`config.mk`:
```
export PLATFORM = sky130hd
export DESIGN_NAME = scl_timing_gen
export DESIGN_NICKNAME = d
export VERILOG_FILES = /design/src/rtl/scl_timing_pkg.sv /design/src/rtl/scl_ratio_encoder.sv /design/src/rtl/scl_base_ticker.sv /design/src/rtl/scl_phase_gen.sv /design/src/rtl/scl_timing_gen.sv
export SDC_FILE = /design/constraint.sdc
export NUM_CORES = 1
export LEC_CHECK = 0
export ABC_CLOCK_PERIOD_IN_PS = 10800
export CAP_MARGIN = 10
export CORE_MARGIN = 1
export CORE_UTILIZATION = 30
export CTS_BUF_LIST = sky130_fd_sc_hd__clkbuf_4 sky130_fd_sc_hd__clkbuf_8 sky130_fd_sc_hd__clkbuf_16
export DETAILED_ROUTE_END_ITERATION = 6
export MAX_ROUTING_LAYER = met4
export PLACE_DENSITY = 0.57
export REMOVE_ABC_BUFFERS = 1
export SYNTH_ARGS = -nofsm -noshare
export SYNTH_HDL_FRONTEND = slang
export SYNTH_SLANG_ARGS = --single-unit
```
`constraint.sdc`:
```
create_clock -name clk -period 10.8 [get_ports clk]
set_clock_uncertainty 0.15 [all_clocks]
set_input_delay 2.16 -clock clk [delete_from_list [all_inputs] [get_ports clk]]
set_output_delay 2.16 -clock clk [all_outputs]
set_load 0.03 [all_outputs]
```
`src/rtl/scl_timing_pkg.sv`:
```
// Shared types and constants for the SCL timing generator.
// Assumes 4-bit phase-count and exponent fields in a 32-bit word.
package scl_timing_pkg;

    localparam int          FIELD_W    = 4;
    localparam int          WORD_W     = 32;
    localparam int          HI_LSB     = 16;
    localparam int          LO_LSB     = 12;
    localparam int          EXP_LSB    = 0;
    localparam logic [31:0] WORD_FIXED = 32'hFFF0_0300;

    typedef logic [FIELD_W-1:0] field_t;

    typedef struct packed {
        field_t hi;
        field_t lo;
        field_t expo;
    } scl_timing_t;

    typedef enum logic {
        PH_LOW  = 1'b0,
        PH_HIGH = 1'b1
    } scl_phase_e;

    // Places the three fields over the fixed bit pattern.
    function automatic logic [WORD_W-1:0] pack_timing(input scl_timing_t t);
        logic [WORD_W-1:0] w;
        w = WORD_FIXED;
        w[HI_LSB  +: FIELD_W] = t.hi;
        w[LO_LSB  +: FIELD_W] = t.lo;
        w[EXP_LSB +: FIELD_W] = t.expo;
        return w;
    endfunction

endpackage

```
`src/rtl/scl_ratio_encoder.sv`:
```
// Converts a divider ratio into exponent, low count and high count.
// Purely combinational. Assumes ratio >= 2 and RATIO_W between 5 and 19.
module scl_ratio_encoder
    import scl_timing_pkg::*;
#(
    parameter int RATIO_W = 16
) (
    input  logic [RATIO_W-1:0] ratio_i,
    output scl_timing_t        timing_o
);

    localparam int               MAX_EXP = RATIO_W - 4;
    localparam logic [RATIO_W-1:0] LIMIT = RATIO_W'(15);

    logic [RATIO_W-1:0] work;
    logic               sticky;
    field_t             expo;
    logic [4:0]         reduced;
    field_t             lo_cnt;
    logic [4:0]         hi_wide;

    // Halves the ratio until it fits in four bits, collecting lost bits.
    always_comb begin
        work   = ratio_i;
        sticky = 1'b0;
        expo   = '0;
        for (int i = 0; i < MAX_EXP; i++) begin
            if (work > LIMIT) begin
                sticky = sticky | work[0];
                work   = work >> 1;
                expo   = expo + field_t'(1);
            end
        end
    end

    // Rounds up and splits the reduced ratio into the two phase counts.
    always_comb begin
        reduced  = work[4:0] + {4'b0, sticky};
        lo_cnt   = reduced[4:1] - field_t'(1);
        hi_wide  = reduced - {1'b0, lo_cnt} - 5'd2;
        timing_o = '{hi: hi_wide[3:0], lo: lo_cnt, expo: expo};
    end

endmodule

```
`src/rtl/scl_base_ticker.sv`:
```
// Power-of-two prescaler: pulses tick_o once every 2^expo_i clocks.
// Assumes expo_i <= MAX_EXP. The count clears while run_i is low.
module scl_base_ticker
    import scl_timing_pkg::*;
#(
    parameter int MAX_EXP = 12
) (
    input  logic   clk,
    input  logic   rst_n,
    input  logic   run_i,
    input  field_t expo_i,
    output logic   tick_o
);

    localparam int CNT_W = (MAX_EXP > 0) ? MAX_EXP : 1;

    logic [CNT_W-1:0] cnt_q;
    logic [CNT_W-1:0] terminal;

    // Terminal count for the active exponent.
    always_comb begin
        terminal = (CNT_W'(1) << expo_i) - CNT_W'(1);
        tick_o   = run_i && (cnt_q == terminal);
    end

    // Counts clocks and wraps on each tick.
    always_ff @(posedge clk) begin
        if (!rst_n) begin
            cnt_q <= '0;
        end else if (!run_i || tick_o) begin
            cnt_q <= '0;
        end else begin
            cnt_q <= cnt_q + CNT_W'(1);
        end
    end

endmodule

```
`src/rtl/scl_phase_gen.sv`:
```
// Alternates SCL between low and high phases measured in base ticks.
// Assumes the counts stay stable within a period. Rests in the low-phase start while idle.
module scl_phase_gen
    import scl_timing_pkg::*;
(
    input  logic   clk,
    input  logic   rst_n,
    input  logic   run_i,
    input  logic   tick_i,
    input  field_t lo_cnt_i,
    input  field_t hi_cnt_i,
    output logic   scl_o,
    output logic   lo_done_o,
    output logic   hi_done_o
);

    scl_phase_e phase_q;
    field_t     ticks_q;

    // Phase-end strobes and the line level.
    always_comb begin
        lo_done_o = run_i && tick_i && (phase_q == PH_LOW)  && (ticks_q == lo_cnt_i);
        hi_done_o = run_i && tick_i && (phase_q == PH_HIGH) && (ticks_q == hi_cnt_i);
        scl_o     = !run_i || (phase_q == PH_HIGH);
    end

    // Advances the tick count and flips the phase at each boundary.
    always_ff @(posedge clk) begin
        if (!rst_n || !run_i) begin
            phase_q <= PH_LOW;
            ticks_q <= '0;
        end else if (lo_done_o) begin
            phase_q <= PH_HIGH;
            ticks_q <= '0;
        end else if (hi_done_o) begin
            phase_q <= PH_LOW;
            ticks_q <= '0;
        end else if (tick_i) begin
            ticks_q <= ticks_q + field_t'(1);
        end
    end

endmodule

```
`src/rtl/scl_timing_gen.sv`:
```
// Top of the SCL timing generator. It encodes a loaded ratio into pending
// timing and promotes it to active timing at period ends or while idle.
// Assumes every loaded ratio is at least 2.
module scl_timing_gen
    import scl_timing_pkg::*;
#(
    parameter int RATIO_W = 16
) (
    input  logic               clk,
    input  logic               rst_n,
    input  logic [RATIO_W-1:0] ratio_i,
    input  logic               load_i,
    input  logic               enable_i,
    output logic [31:0]        timing_word_o,
    output logic               base_tick_o,
    output logic               scl_o,
    output logic               lo_done_o,
    output logic               hi_done_o
);

    localparam int MAX_EXP = RATIO_W - 4;

    scl_timing_t enc_timing;
    scl_timing_t pend_q;
    scl_timing_t act_q;

    scl_ratio_encoder #(.RATIO_W(RATIO_W)) u_enc (
        .ratio_i  (ratio_i),
        .timing_o (enc_timing)
    );

    // Holds the most recently loaded timing.
    always_ff @(posedge clk) begin
        if (!rst_n) begin
            pend_q <= '0;
        end else if (load_i) begin
            pend_q <= enc_timing;
        end
    end

    // Promotes pending timing only at a period boundary or while idle.
    always_ff @(posedge clk) begin
        if (!rst_n) begin
            act_q <= '0;
        end else if (!enable_i || hi_done_o) begin
            act_q <= pend_q;
        end
    end

    scl_base_ticker #(.MAX_EXP(MAX_EXP)) u_tick (
        .clk    (clk),
        .rst_n  (rst_n),
        .run_i  (enable_i),
        .expo_i (act_q.expo),
        .tick_o (base_tick_o)
    );

    scl_phase_gen u_phase (
        .clk       (clk),
        .rst_n     (rst_n),
        .run_i     (enable_i),
        .tick_i    (base_tick_o),
        .lo_cnt_i  (act_q.lo),
        .hi_cnt_i  (act_q.hi),
        .scl_o     (scl_o),
        .lo_done_o (lo_done_o),
        .hi_done_o (hi_done_o)
    );

    // Presents the pending timing as the packed word.
    always_comb begin
        timing_word_o = pack_timing(pend_q);
    end

endmodule

```
==> metrics.txt <==
total gr overflow=0; clock tree buffer depth=2; largest area contributor in the netlist=dfxtp_1; CP delay by family, top=adder cells; Post-Place Cell Area=4290 sq um; cts bufs inserted=5; die area=between 10000 and 15000 sq um; multiplexer area fraction after synthesis=7.62%; cell mode on critical path=ha_1; post-cts sizing count=0; # DRC=0; Fmax=0.0987 GHz; Die Height=116 um; worst hold slack=0.373 ns; Finished Layout Cells=between 600 and 700; Switching Fraction=31.8%; post-synthesis simple-gate area fraction=26.1%; core area=roughly 13000 sq um; max-slew violation count=0; vias in the first global route=~3.2k; Die W=116 um; total number of vias=3421; diodes inserted=0; clock-pin slew on the worst setup and hold paths=about 0.060 ns; layout cell share with drive strength beyond 1=7.87%; final wirelength=8690 um; Avg WL per Cell=12.5 um; Main synth FF type=dfxtp_1; Tot GR Track Use=13.9%; Post-CTS Hold Fix Bufs=0; minimum clock period=10.14 ns; Layout area overhead=14.4%; largest net degree at the start of global routing=30; crit path max fanout=16; highest-count cells in the layout ignoring fill and taps=43 x nor2_1, 43 x nand2_1, 41 x dfxtp_1; Req. time, crit path=10.87 ns; CTS H-tree depth=2; Post-Synth Adder-Cell Area=6.28%; dpl hpwl=6880 um; DR vias/cell=4.94; placer's final routability congestion estimate=0.901; Final setup viols=0; RSZ-0062 raised after global routing=no; Worst VDD drop=between 0.07 and 0.08 mV; wl on met1=4120 um; PD cells=112 nW/um^2; Mean Syn Cell Area=7.77 sq um; Hold Path Class=flop to flop; synthesized cell area=3910 sq um; power share of the clock group=35.0%; final instance area=4470 sq um; initial antenna violation count=0; CP bufs+invs=2; post-CTS setup buffer count=0; MaxCap Viol Count=0; CP max stage delay=0.67 ns; DRT Pass-1 Iters=4; compound-gate portion of the synthesized area=16.8%; DRT iter0 DRCs=181; met2 routed WL=4140 um; status=complete, no violations; number of enable flip-flop cells after synthesis=0; Flop pwr share=between 30 and 40%; post-synthesis xor/xnor area fraction=11.9%; synthesized instance count=between 500 and 600; post-synthesis sequential area ratio=roughly a fifth; clk sink count=between 40 and 50; share of synthesized registers carrying an async set or reset=0%; critical path class=input port to flop; clk_lat worst skew=approximately 0.28 ns; Yosys reg bits=between 40 and 50; fin worst setup slack=0.664 ns; CTS tree=yes; Critical Path End Type=flop; synth top area cells=dfxtp_1 21%, mux2i_1 5.9%, ha_1 5.8%; Ports=56; top sig layer=met4; Inst Count DP=~690; Row Count=about 40; Critical Path Start Type=input port; Ys Warns=0; first-pass GRT wire length=approximately 15000 um; Starting Density=30.8%; Synth top area share=about a fifth; worst-margin pin slew=0.851 ns; Post-DRT Antenna Nets=0; Critical Path AT=~10 ns; NumNets Final=559; met3 WL post-DR=259 um; pre-CTS setup slack=about 0.38 ns; period utilization=93.9%; Port Buffer Count=35; internal power=0.000341 W; max_slew headroom=43.1%; switching power=0.000159 W; Final Hold Viols=0; Logic pwr share=between 30% and 40%; clock root cell=clkbuf_16; setup TNS=0 ns; largest family of logic cells by synthesized area=simple AND/OR/NAND/NOR gates; leakage power=1.81 nW; CP max-delay cell=or4_4; count of cell types in the netlist=a little under 70
[per-layer routing]
metal	vias to the layer above	GRT usage, %
li1	1756	-
met5	-	-
met1	1585	17.5
met4	0	4.10
met3	12	1.66
met2	68	23.1
[power groups by stage]
stage / combinational, W / sequential (W) / clock (W)
after floorplan: 0.0000923 / 0.000184 / 0
after global placement: 0.000151 / 0.000176 / 0
after detailed placement: 0.000153 / 0.000176 / 0
after CTS: 0.000154 / 0.000173 / 0.000178
after global routing: 0.000170 / 0.000174 / 0.000186
final: 0.000153 / 0.000172 / 0.000175
[logic make-up after synthesis]
logic type / Yosys count
XOR/XNOR: 50
AO/OA/AOI/OAI: 99
flip-flops: 41
multiplexers: 29
other: 2
adder cells (fa/ha/maj): 19
AND/OR/NAND/NOR: 190
buffers and inverters: 73
[tightest hold or removal path, stage by stage (launching register included)]
cell and delay, ns:
dfxtp_1 0.33, o21ai_0 0.08, a21oi_1 0.06
[synthesized netlist by cell type, drive strengths merged (4+ instances only)]
master and number:
or4 4, xnor2 24, o21ai 33, a211oi 5
nand2 43, nor4 6, a31oi 8, and3 9
mux2i 23, nor2b 24, ha 18, mux2 6
xor2 25, nand4 4, inv 22, nor3 12
o211ai 4, buf 28, dfxtp 41, o31ai 5
nor2 46, a21oi 18, nand3 18, clkbuf 23
or3 5
[sequential cells by signal, summed over array words and instances (netlist names)]
name	count
act_q	12
u_phase.phase_q	1
u_phase.ticks_q	4
timing_word_o	12
u_tick.cnt_q	12
[stage by stage]
| stage | total power [W] | utilization [%] |
|---|---|---|
| floorplan | 0.000276 | - |
| global placement | 0.000327 | 33.9 |
| detailed placement | 0.000329 | 33.9 |
| CTS | 0.000504 | 35.3 |
| global route | 0.000530 | 35.3 |
| finish | 0.000500 | 35.3 |
[area by class of cell]
class,count,area [sq um]
Tap cell,172,215
Multi-Input combinational cell,407,2760
Timing Repair Buffer,43,410
Clock buffer,6,139
Clock inverter,2,37.5
Inverter,22,82.6
Fill cell,1367,8200
Sequential cell,41,821
[worst paths after layout]
kind	startpoint	to	slack, ns	cells after the start
setup / recovery	ratio_i[13]	timing_word_o[2]	0.66	33
hold / removal	u_phase.phase_q	u_phase.phase_q	0.37	2
setup reg to reg	act_q[2]	u_phase.ticks_q[3]	7.29	11
hold reg to reg	u_phase.phase_q	u_phase.phase_q	0.37	2
Power figures use the tool's default switching activity.
